### config.mk
export PLATFORM = sky130hd
export DESIGN_NAME = mc_match_timer
export DESIGN_NICKNAME = d
export VERILOG_FILES = /design/src/rtl/mct_pkg.sv /design/src/rtl/mct_rst_sync.sv /design/src/rtl/mct_capture.sv /design/src/rtl/mct_channel.sv /design/src/rtl/mc_match_timer.sv
export SDC_FILE = /design/constraint.sdc
export NUM_CORES = 1
export LEC_CHECK = 0
export ABC_AREA = 1
export BUFFER_PORTS_ARGS = -buffer_cell sky130_fd_sc_hd__buf_2
export CAP_MARGIN = 10
export CORE_MARGIN = 5
export CORE_UTILIZATION = 30
export CTS_CLUSTER_SIZE = 8
export DETAILED_ROUTE_END_ITERATION = 16
export PLACE_DENSITY_LB_ADDON = 0.12
export SLEW_MARGIN = 20
export SYNTH_ARGS = -nofsm -noshare
export SYNTH_HDL_FRONTEND = slang
export SYNTH_HIERARCHICAL = 1
export SYNTH_SLANG_ARGS = --single-unit
### constraint.sdc
create_clock -name clk -period 47.6 [get_ports clk]
set_input_delay 2.38 -clock clk [delete_from_list [all_inputs] [get_ports clk]]
set_output_delay 2.38 -clock clk [all_outputs]
set_load 0.02 [all_outputs]
### src/rtl/mct_pkg.sv
`timescale 1ns/1ps
package mct_pkg;
  localparam int ADDR_W = 8;

  // global words
  localparam logic [ADDR_W-1:0] A_CLKSEL = 8'h00;
  localparam logic [ADDR_W-1:0] A_RUN    = 8'h01;
  localparam logic [ADDR_W-1:0] A_MODE   = 8'h02;

  // offsets inside a per-timer block (block index in addr[7:4])
  localparam logic [3:0] OFS_STAT   = 4'd3;
  localparam logic [3:0] OFS_IER    = 4'd4;
  localparam logic [3:0] OFS_RELOAD = 4'd5;
  localparam logic [3:0] OFS_CAP    = 4'd6;
endpackage

### src/rtl/mct_rst_sync.sv
`timescale 1ns/1ps
module mct_rst_sync (
  input  logic clk,
  input  logic rst_n_in,
  output logic rst_n_out
);
  logic [1:0] sync_q;

  always_ff @(posedge clk or negedge rst_n_in) begin
    if (!rst_n_in) sync_q <= 2'b00;
    else           sync_q <= {sync_q[0], 1'b1};
  end

  assign rst_n_out = sync_q[1];
endmodule

### src/rtl/mct_capture.sv
`timescale 1ns/1ps
module mct_capture #(
  parameter int CNT_W   = 32,
  parameter int CAP_DLY = 4
) (
  input  logic             clk,
  input  logic             rst_n,
  input  logic             trig,
  input  logic [CNT_W-1:0] live,
  output logic [CNT_W-1:0] cap_q
);
  localparam int DLY_W = (CAP_DLY < 2) ? 1 : $clog2(CAP_DLY);

  logic [CNT_W-1:0] pend_q, pend_d, cap_d;
  logic [DLY_W-1:0] left_q, left_d;
  logic             busy_q, busy_d;

  always_comb begin
    pend_d = pend_q;
    left_d = left_q;
    busy_d = busy_q;
    cap_d  = cap_q;
    if (trig) begin
      pend_d = live;
      left_d = DLY_W'(CAP_DLY - 1);
      busy_d = 1'b1;
    end else if (busy_q) begin
      if (left_q == '0) begin
        cap_d  = pend_q;
        busy_d = 1'b0;
      end else begin
        left_d = left_q - 1'b1;
      end
    end
  end

  always_ff @(posedge clk or negedge rst_n) begin
    if (!rst_n) begin
      pend_q <= '0;
      left_q <= '0;
      busy_q <= 1'b0;
      cap_q  <= '0;
    end else begin
      pend_q <= pend_d;
      left_q <= left_d;
      busy_q <= busy_d;
      cap_q  <= cap_d;
    end
  end


  cap_arm_chk: assert property (@(posedge clk) disable iff (!rst_n)
    trig |=> busy_q);

  cap_hold_chk: assert property (@(posedge clk) disable iff (!rst_n)
    (!busy_q && !trig) |=> $stable(cap_q));

  cap_land_chk: assert property (@(posedge clk) disable iff (!rst_n)
    (busy_q && !trig && left_q == '0) |=> (cap_q == $past(pend_q)));
endmodule

### src/rtl/mct_channel.sv
`timescale 1ns/1ps
module mct_channel #(
  parameter int NUM_CMP = 3,
  parameter int CNT_W   = 32,
  parameter int CAP_DLY = 4
) (
  input  logic               clk,
  input  logic               rst_n,
  input  logic               run,
  input  logic [NUM_CMP-1:0] wr_match,
  input  logic               wr_stat,
  input  logic               wr_ier,
  input  logic               wr_reload,
  input  logic               wr_cap,
  input  logic [CNT_W-1:0]   wdata,
  output logic [CNT_W-1:0]   match_q [NUM_CMP],
  output logic [NUM_CMP-1:0] stat_q,
  output logic [NUM_CMP-1:0] ier_q,
  output logic               periodic_q,
  output logic [CNT_W-1:0]   cap_q,
  output logic               irq
);
  logic [CNT_W-1:0]   cnt_q, cnt_d;
  logic [NUM_CMP-1:0] hit, stat_d, clr_mask;

  // comparators and their match registers
  for (genvar k = 0; k < NUM_CMP; k++) begin : g_cmp
    always_ff @(posedge clk or negedge rst_n) begin
      if (!rst_n)           match_q[k] <= '0;
      else if (wr_match[k]) match_q[k] <= wdata;
    end
    assign hit[k] = run && (cnt_q == match_q[k]);


    stat_on_hit_chk: assert property (@(posedge clk) disable iff (!rst_n)
      hit[k] |=> stat_q[k]);
  end

  // counter next state
  always_comb begin
    if (!run)                       cnt_d = '0;
    else if (periodic_q && hit[0])  cnt_d = '0;
    else                            cnt_d = cnt_q + 1'b1;
  end

  // status: match sets, write-1 clears, set wins
  always_comb begin
    clr_mask = wr_stat ? wdata[NUM_CMP-1:0] : '0;
    stat_d   = (stat_q & ~clr_mask) | hit;
  end

  always_ff @(posedge clk or negedge rst_n) begin
    if (!rst_n) begin
      cnt_q      <= '0;
      stat_q     <= '0;
      ier_q      <= '0;
      periodic_q <= 1'b0;
    end else begin
      cnt_q  <= cnt_d;
      stat_q <= stat_d;
      if (wr_ier)    ier_q      <= wdata[NUM_CMP-1:0];
      if (wr_reload) periodic_q <= |wdata;
    end
  end

  assign irq = |(stat_q & ier_q);

  mct_capture #(.CNT_W(CNT_W), .CAP_DLY(CAP_DLY)) u_cap (
    .clk   (clk),
    .rst_n (rst_n),
    .trig  (wr_cap),
    .live  (cnt_q),
    .cap_q (cap_q)
  );


  stopped_zero_chk: assert property (@(posedge clk) disable iff (!rst_n)
    !run |=> (cnt_q == '0));

  count_step_chk: assert property (@(posedge clk) disable iff (!rst_n)
    (run && !(periodic_q && hit[0])) |=> (cnt_q == $past(cnt_q) + CNT_W'(1)));

  periodic_wrap_chk: assert property (@(posedge clk) disable iff (!rst_n)
    (run && periodic_q && hit[0]) |=> (cnt_q == '0));
endmodule

### src/rtl/mc_match_timer.sv
`timescale 1ns/1ps
module mc_match_timer #(
  parameter int NUM_TMR = 3,
  parameter int NUM_CMP = 3,
  parameter int CNT_W   = 32,
  parameter int CS_W    = 2,
  parameter int CAP_DLY = 4
) (
  input  logic                    clk,
  input  logic                    rst_n,
  input  logic                    wr_en,
  input  logic [7:0]              addr,
  input  logic [CNT_W-1:0]        wdata,
  output logic [CNT_W-1:0]        rdata,
  output logic [NUM_TMR-1:0]      irq
);
  import mct_pkg::*;

  localparam int CS_TOT = NUM_TMR * CS_W;

  logic rst_n_s;

  logic [CS_TOT-1:0]  clksel_q, clksel_d;
  logic [NUM_TMR-1:0] run_q, run_d, mode_q, mode_d;
  logic               wr_clksel, wr_run, wr_mode;

  logic [CNT_W-1:0]   match_all [NUM_TMR][NUM_CMP];
  logic [NUM_CMP-1:0] stat_all  [NUM_TMR];
  logic [NUM_CMP-1:0] ier_all   [NUM_TMR];
  logic               per_all   [NUM_TMR];
  logic [CNT_W-1:0]   cap_all   [NUM_TMR];
  logic [CNT_W-1:0]   rdata_c;

  mct_rst_sync u_rst (
    .clk       (clk),
    .rst_n_in  (rst_n),
    .rst_n_out (rst_n_s)
  );

  // global registers
  assign wr_clksel = wr_en && (addr == A_CLKSEL);
  assign wr_run    = wr_en && (addr == A_RUN);
  assign wr_mode   = wr_en && (addr == A_MODE);

  always_comb begin
    clksel_d = wdata[CS_TOT-1:0];
    run_d    = wdata[NUM_TMR-1:0];
    mode_d   = wdata[NUM_TMR-1:0];
  end

  always_ff @(posedge clk or negedge rst_n_s) begin
    if (!rst_n_s) begin
      clksel_q <= '0;
      run_q    <= '0;
      mode_q   <= '0;
    end else begin
      if (wr_clksel) clksel_q <= clksel_d;
      if (wr_run)    run_q    <= run_d;
      if (wr_mode)   mode_q   <= mode_d;
    end
  end

  // timer channels
  for (genvar t = 0; t < NUM_TMR; t++) begin : g_tmr
    logic               blk_wr;
    logic [NUM_CMP-1:0] wr_match;

    assign blk_wr = wr_en && (addr[7:4] == 4'(t + 1));

    for (genvar k = 0; k < NUM_CMP; k++) begin : g_mw
      assign wr_match[k] = blk_wr && (addr[3:0] == 4'(k));
    end

    mct_channel #(.NUM_CMP(NUM_CMP), .CNT_W(CNT_W), .CAP_DLY(CAP_DLY)) u_ch (
      .clk        (clk),
      .rst_n      (rst_n_s),
      .run        (run_q[t]),
      .wr_match   (wr_match),
      .wr_stat    (blk_wr && (addr[3:0] == OFS_STAT)),
      .wr_ier     (blk_wr && (addr[3:0] == OFS_IER)),
      .wr_reload  (blk_wr && (addr[3:0] == OFS_RELOAD)),
      .wr_cap     (blk_wr && (addr[3:0] == OFS_CAP)),
      .wdata      (wdata),
      .match_q    (match_all[t]),
      .stat_q     (stat_all[t]),
      .ier_q      (ier_all[t]),
      .periodic_q (per_all[t]),
      .cap_q      (cap_all[t]),
      .irq        (irq[t])
    );


    irq_masked_chk: assert property (@(posedge clk) disable iff (!rst_n_s)
      (ier_all[t] == '0) |-> !irq[t]);
  end

  // read mux
  always_comb begin
    rdata_c = '0;
    if (addr == A_CLKSEL)    rdata_c = CNT_W'(clksel_q);
    else if (addr == A_RUN)  rdata_c = CNT_W'(run_q);
    else if (addr == A_MODE) rdata_c = CNT_W'(mode_q);
    for (int t = 0; t < NUM_TMR; t++) begin
      if (addr[7:4] == 4'(t + 1)) begin
        for (int k = 0; k < NUM_CMP; k++) begin
          if (addr[3:0] == 4'(k)) rdata_c = match_all[t][k];
        end
        case (addr[3:0])
          OFS_STAT:   rdata_c = CNT_W'(stat_all[t]);
          OFS_IER:    rdata_c = CNT_W'(ier_all[t]);
          OFS_RELOAD: rdata_c = CNT_W'(per_all[t]);
          OFS_CAP:    rdata_c = cap_all[t];
          default:    ;
        endcase
      end
    end
  end

  assign rdata = rdata_c;


  mode_store_chk: assert property (@(posedge clk) disable iff (!rst_n_s)
    wr_mode |=> (mode_q == $past(wdata[NUM_TMR-1:0])));

  clksel_store_chk: assert property (@(posedge clk) disable iff (!rst_n_s)
    (!wr_clksel) |=> $stable(clksel_q));
endmodule

==> results.txt, run 1 <==
Grt ovf - 0
1st-pass router iterations - 7
Setup TNS after final layout - 0 ps
Cell Area, Synth - 35,800 sq um
Sequential power share - 44.6%
Top FF cell, synth - dfrtp_1
CP endpoint kind - primary output
CTS root buf - clkbuf_16
Hold WS - 351.9 ps
Critical path class - input port to primary output
Clock Sinks - 620
Sequential cell area - 15,520 sq um
Arr. time, crit path - 6130 ps
HPWL Detailed - 120,300 um
Crit-path max cell delay - 700 ps
Hold Violations, Final - 0
Hold WC Path Type - flip-flop to flip-flop
Overall power - 1.297 mW
Routed WL per cell - 25.49 um
Die ar. - 126,300 sq um
Data required, critical path - 45,220 ps
ANT nets after route - 0
Hold_buf cts - 0
Commonest non-fill, non-tap cell in the layout - nand2_1
Netlist cell types - 42
Gpl congestion - 0.9403
# rows - 126
Cell count after synthesis - 5,144
Vias per cell - 5.242
NetSw - 376.9 uW
Period Utilization, post-route - 17.88%
IO buf count - 77
Post-synth EDFFs - 0
Gate power share - 9.5%
Fillers - 12,980
P&R area growth vs syn - 10.68%
TritonCTS clock tree - yes
Clock Pin Slew Worst Setup and Hold Paths - 50 ps
Ys async rst share - 100.0%
Max-Cap Viols - 0
RSZ-0062 raised after global routing - false
VDD IR max - 0.02394 mV
Layout cells sized above 1 - 7.203%
Synth Warn # - 6
CP max-delay cell - buf_4
GRT Overall Usage - 26.36%
CTS max path bufs - 3
Placed Cells - 6,536
Area of the multi-input gates - 16,880 sq um
DRC viols - 0
Startpoint types - input port
Ports - 78
Core Area - 118,200 sq um
Fin nets - 5,140
Post-synthesis register bit count - 620
Post-CTS Resized - 0
Die Ht - 355.5 um
Syn avg cell area - 6.960 sq um
Worst-Skew Late Latency - 700 ps
Worst-Margin Slew - 1093 ps
Most used cell, CP - nand2_1
Crit path buffers/inverters - 4
First-pass GRT wire length - 244,800 um
Drt first-iter violations - 4,088
Largest net degree at the start of global routing - 134
Final worst slack - 39,090 ps
Pwr Density - 32.74 nW/um^2
Status - finished, final reports clean
Final cell count without fillers - 6,651
Via count - 34,870
Crit path max fanout - 64
Most frequent cells in the layout - nand2_1 (1,935), dfrtp_1 (619), nor2_1 (588), inv_1 (519), o21ai_0 (240)
Clock Skews - 59.59 ps
Setup bufs post-CTS - 0
Die width - 355.5 um
H-tree level count - 3
Number of CTS-inserted buffers - 89
Post-synthesis sequential area ratio - 43.34%
Sw Share - 29.05%
Routed wire length - 169,500 um
Final setup viols - 0
Initial Util - 30.28%
Initial antenna violation count - 9
Vias in the first global route - 33,500
Leakage Power - 19.90 nW
Clock group share of total power - 45.9%
CP cell instances - buf_2 > nor2_4 > nand2_2 > o21ai_4 > buf_4 > buf_4 > a21oi_1 > nand3_1 > nand3_1 > nand2_1 > o211ai_1 > nand3_1 > nand2_1 > nand2_1 > nand2_1 > nand2_1 > nand2_1 > nand2_1 > a21oi_1 > nor2_1 > buf_2
Relative slew slack - 27.11%
Crit-path leading delay family - buffers and inverters
Pre-CTS setup slack - 39,030 ps
Post-Syn Nets - 5,193
Achievable Freq - 0.1175 GHz
Fin crit period - 8509 ps
Internal - 920.4 uW
Final Slew Violations - 0
metrics by stage:
step	instance area, sq um	utilization [%]
after detailed placement	37180	31.44
final	39630	33.51
after floorplan	35800	-
after CTS	39610	33.50
after global routing	39610	33.50
after global placement	37180	31.44
worst paths after layout:
check	from	endpoint	slack (ps)	cells past startpoint
worst min register to register	u_rst/sync_q[0]	u_rst/sync_q[1]	350	0
max in group asynchronous	u_rst/sync_q[1]	g_tmr[0].u_ch/u_cap/cap_q[12]	44230	3
min in group asynchronous	u_rst/sync_q[1]	g_tmr[2].u_ch/u_cap/cap_q[26]	380	0
worst min-delay path	u_rst/sync_q[0]	u_rst/sync_q[1]	350	0
worst max register to register	u_rst/sync_q[1]	g_tmr[0].u_ch/u_cap/cap_q[12]	44230	3
worst max-delay path	addr[3]	rdata[31]	39090	21
routing by layer:
metal / vias to the layer above / track usage, % / wire, um
met5: - / 0 / 29
met4: 4 / 9.698 / 6475
met3: 258 / 5.989 / 15480
met2: 1558 / 38.13 / 70140
met1: 16990 / 38.33 / 77420
li1: 16050 / - / -
power by group through the flow:
stage / Combinational (mW) / Clock (mW) / Sequential [mW]
after floorplan: 0.0663 / 0 / 0.579
after global placement: 0.121 / 0 / 0.587
after detailed placement: 0.121 / 0 / 0.586
after CTS: 0.122 / 0.609 / 0.577
after global routing: 0.135 / 0.628 / 0.580
final: 0.123 / 0.595 / 0.579
synth_stat cells (37+ instances only):
| cell | number | area (sq um) |
|---|---|---|
| nand2_1 | 1935 | 7263 |
| dfrtp_1 | 620 | 15510 |
| nor2_1 | 600 | 2252 |
| inv_1 | 519 | 1948 |
| o21ai_0 | 240 | 1201 |
| nand4_1 | 166 | 1039 |
| a21oi_1 | 155 | 775.7 |
| nand3_1 | 154 | 770.7 |
| buf_2 | 106 | 530.5 |
| clkbuf_1 | 94 | 352.8 |
| o22ai_1 | 90 | 563.0 |
| xor2_1 | 72 | 630.6 |
| nor3_1 | 71 | 355.3 |
| inv_2 | 37 | 138.9 |
state kept, by name, summed over array words and instances (netlist names), 6 cells and up:
signal,count
g_tmr.u_ch/ier_q,9
g_tmr.u_ch/u_cap/left_q,6
g_tmr.u_ch/u_cap/pend_q,96
clksel_q,6
g_tmr.u_ch/stat_q,9
g_tmr.u_ch/cnt_q,96
g_tmr.u_ch/match_q,288
g_tmr.u_ch/u_cap/cap_q,96
cell families (layout without fill, tap and decap cells):
group,after synthesis,after routing,synth area share [%]
fa+ha+maj,6,6,0.2097
xor+xnor,105,105,2.569
flops,620,620,43.34
other cells,1,7,0.01047
simple gates,3004,3004,34.58
compound gates,546,546,8.314
buf+inv,826,791,9.849
mux,36,36,1.132
area by class of cell:
cell class              instances  area share (%)
inverters                     560           5.327
diodes                          6         0.03789
clock inverters                 9          0.4073
flip-flops and latches        620           39.16
well taps                    1536           4.850
repair buffers                122           1.898
clock buffers                 100           5.725
multi-input cells            3698           42.59
(Power assumes the default switching activity.)
==> run 2: changes to the inputs <==
ABC_AREA = 0   (was 1)
clock period = 6.9 ns   (was 47.6 ns; I/O delays follow)
==> results.txt, run 2 <==
Crit path max fanout - 46 (was 64)
Syn avg cell area - 10.99 sq um (was 6.960 sq um)
Initial Util - 30.29% (was 30.28%)
P&R area growth vs syn - 12.36% (was 10.68%)
Largest net degree at the start of global routing - 163 (was 134)
Max Used Layer - met5 (unchanged)
Die ar. - 120,900 sq um (was 126,300 sq um)
1st-pass router iterations - 6 (was 7)
Cell Area, Synth - 34,220 sq um (was 35,800 sq um)
Pwr Density - 225.2 nW/um^2 (was 32.74 nW/um^2)
DRT met1 WL - 67,240 um (was 77,420 um)
Most frequent cells in the layout - dfrtp_1 (619), mux2_2 (402), xor2_1 (198), xnor2_1 (154), nand2_1 (150) (was nand2_1 (1,935), dfrtp_1 (619), nor2_1 (588), inv_1 (519), o21ai_0 (240))
Ports - 78 (unchanged)
Top-count cell post-synth - dfrtp_1 (was nand2_1)
Internal - 6.289 mW (was 920.4 uW)
DRC viols - 0 (unchanged)
Gpl congestion - 0.9679 (was 0.9403)
Final Slew Violations - 0 (unchanged)
Synth top area share - 45.34% (was 43.34%)
Clock Sinks - 620 (unchanged)
Hold Violations, Final - 0 (unchanged)
Die Ht - 347.7 um (was 355.5 um)
Met3 wire length - 12,290 um (was 15,480 um)
Post-synthesis register bit count - 620 (unchanged)
Period Utilization, post-route - 58.56%
Achievable Freq - 0.2475 GHz
Die width - 347.7 um (was 355.5 um)
TritonCTS clock tree - yes (unchanged)
Netlist cell types - 79 (was 42)
Sequential power share - 44.8% (was 44.6%)
CTS max path bufs - 3 (unchanged)
Max-Cap Viols - 0 (unchanged)
Setup TNS after final layout - 0 ps (unchanged)
Ranking of synthesized cells by area - dfrtp_1 (45%), mux2_2 (13%), xor2_1 (5.1%) (was dfrtp_1 (43%), nand2_1 (20%), nor2_1 (6.3%))
# rows - 123 (was 126)
Layout cells sized above 1 - 28.35% (was 7.203%)
Via count - 26,120 (was 34,870)
Fin crit period - 4041 ps
Grt ovf - 0 (unchanged)
Status - finished, final reports clean (unchanged)
IO buf count - 77 (unchanged)
Dominant cell type by area after synthesis - dfrtp_1 (unchanged)
GRT Overall Usage - 24.21% (was 26.36%)
Post-CTS Resized - 0 (unchanged)
Core Util, Final - 34.03% (was 33.51%)
Largest register FFs - 288 (unchanged)
CTS root buf - clkbuf_16 (unchanged)
Cell count after synthesis - 3,113 (was 5,144)
Data required, critical path - 6550 ps (was 45,220 ps)
Routed wire length - 150,000 um (was 169,500 um)
Sw Share - 27.37% (was 29.05%)
Post-synth EDFFs - 0 (unchanged)
VDD IR max - 0.1712 mV (was 0.02394 mV)
Fin nets - 3,133 (was 5,140)
Worst-case reg-to-reg path depth - 6 (was 3)
Gate power share - 9.1% (was 9.5%)
Post-synthesis sequential area ratio - 45.34% (was 43.34%)
Worst hold stages - 3 (was 0)
Routed WL per cell - 32.57 um (was 25.49 um)
Worst-Margin Slew - 1279 ps (was 1093 ps)
HPWL Detailed - 107,300 um (was 120,300 um)
H-tree level count - 3 (unchanged)
Post-synth top cells - dfrtp_1 (620), mux2_2 (402), xor2_1 (198), xnor2_1 (154), nand2_1 (150) (was nand2_1 (1,935), dfrtp_1 (620), nor2_1 (600), inv_1 (519), o21ai_0 (240))
CP endpoint kind - primary output (unchanged)
Relative slew slack - 13.98% (was 27.11%)
Critical path class - input port to primary output (unchanged)
NetSw - 2.370 mW (was 376.9 uW)
RSZ-0062 raised after global routing - false (unchanged)
Initial antenna violation count - 13 (was 9)
Vias in the first global route - 26,020 (was 33,500)
Worst-Skew Late Latency - 670 ps (was 700 ps)
Hold WS - 181.6 ps (was 351.9 ps)
Met2 wire length - 65,120 um (was 70,140 um)
ANT nets after route - 0 (unchanged)
Vias per cell - 5.672 (was 5.242)
Hold WC Path Type - input port to flip-flop (was flip-flop to flip-flop)
Final setup viols - 0 (unchanged)
Setup bufs post-CTS - 0 (unchanged)
Startpoint types - input port (unchanged)
Post-Syn Nets - 3,162 (was 5,193)
Leakage Power - 17.34 nW (was 19.90 nW)
Synth Warn # - 6 (unchanged)
Fillers - 11,430 (was 12,980)
Commonest non-fill, non-tap cell in the layout - dfrtp_1 (was nand2_1)
Number of CTS-inserted buffers - 88 (was 89)
Arr. time, crit path - 3700 ps (was 6130 ps)
Ys async rst share - 100.0% (unchanged)
Top FF cell, synth - dfrtp_1 (unchanged)
Clock group share of total power - 46.0% (was 45.9%)
Clock Pin Slew Worst Setup and Hold Paths - 50 ps (about the same)
Biggest register - g_tmr.u_ch/match_q (unchanged)
Clock Skews - 36.94 ps (was 59.59 ps)
Core Area - 113,000 sq um (was 118,200 sq um)
Drt first-iter violations - 2,723 (was 4,088)
First-pass GRT wire length - 211,300 um (was 244,800 um)
-- run 2: cell types whose count changed in the layout (fill, tap and decap cells not counted), moves of 51 or more --
| cell | before | now |
|---|---|---|
| nand2_1 | 1935 | 150 |
| inv_1 | 519 | 45 |
| nor2_1 | 588 | 118 |
| mux2_2 | 36 | 402 |
| xor2_1 | 72 | 198 |
| xnor2_1 | 33 | 154 |
| o21ai_0 | 240 | 139 |
| mux2_4 | 0 | 90 |
| nand3_1 | 154 | 64 |
| nor2_2 | 6 | 91 |
| nand4_1 | 166 | 84 |
| nand2b_1 | 0 | 68 |
| o22ai_1 | 90 | 24 |
| nor4_1 | 19 | 70 |
-- run 2: logic make-up after synthesis --
kind of cell	share of synthesized area (%)
muxes	18.65
buffers and inverters	4.227
AOI/OAI and AO/OA	10.41
DFF	45.34
other	0.01096
xor gates and xnor gates	9.010
and+or+nand+nor	12.13
adders and majority gates	0.2194
-- run 2: area by class of cell --
type	instances	area, sq um	share of cell area, %
Timing Repair Buffer	146	1079	2.805
Multi-Input combinational cell	2180	17410	45.29
Clock buffer	100	2288	5.953
Inverter	48	180.2	0.4687
Antenna cell	5	12.51	0.03255
Tap cell	1500	1877	4.882
Sequential cell	620	15520	40.37
Clock inverter	6	78.83	0.2050
-- run 2: metrics by stage --
stage / power (mW) / std cells / worst slack, ps / instance area (sq um)
final: 8.659 / 4605 / 2859 / 38440
after global placement: 4.699 / 4487 / 3020 / 35900
after CTS: 8.748 / 4599 / 3000 / 38400
after detailed placement: 4.707 / 4491 / 3001 / 36010
after global routing: 8.943 / 4600 / 2727 / 38430
after floorplan: 4.314 / 3113 / 892.1 / 34220
-- run 2: timing repair --
| item | CTS | global route |
|---|---|---|
| hold endpoints to repair | 2 | 0 |
| setup endpoints to repair | 0 | 0 |
| hold buffers | 2 | 0 |
-- run 2: worst paths after layout --
| path | from | end | slack [ps] |
|---|---|---|---|
| worst max-delay path | addr[2] | rdata[0] | 2860 |
| worst min-delay path | wdata[21] | g_tmr[0].u_ch/match_q[85] | 180 |
| worst max register to register | g_tmr[1].u_ch/cnt_q[19] | g_tmr[1].u_ch/cnt_q[31] | 3880 |
| worst min register to register | u_rst/sync_q[1] | g_tmr[1].u_ch/u_cap/left_q[1] | 330 |
| max in group asynchronous | u_rst/sync_q[1] | g_tmr[2].u_ch/u_cap/pend_q[16] | 4720 |
| min in group asynchronous | u_rst/sync_q[1] | g_tmr[1].u_ch/u_cap/left_q[1] | 330 |
-- run 2: worst max-delay path, cell delays in order --
cell	delay (ps)
buf_4	330
buf_4	360
buf_4	580
nor2b_2	210
buf_4	290
a22oi_1	210
nor2_1	60
nor4_1	780
nor3_1	200
buf_2	230
-- run 2: layer usage --
layer  global-route usage [%]  vias to the layer above
li1                         -                    11030
met1                    34.52                    13620
met2                    36.45                     1224
met3                    5.614                      251
met4                    7.695                        2
met5                        0                        -
-- run 2: power groups by stage --
stage	logic [mW]	clock network, mW	registers [mW]
after floorplan	0.395	0	3.92
after global placement	0.760	0	3.94
after detailed placement	0.767	0	3.94
after CTS	0.772	4.10	3.88
after global routing	0.831	4.22	3.89
final	0.790	3.99	3.88
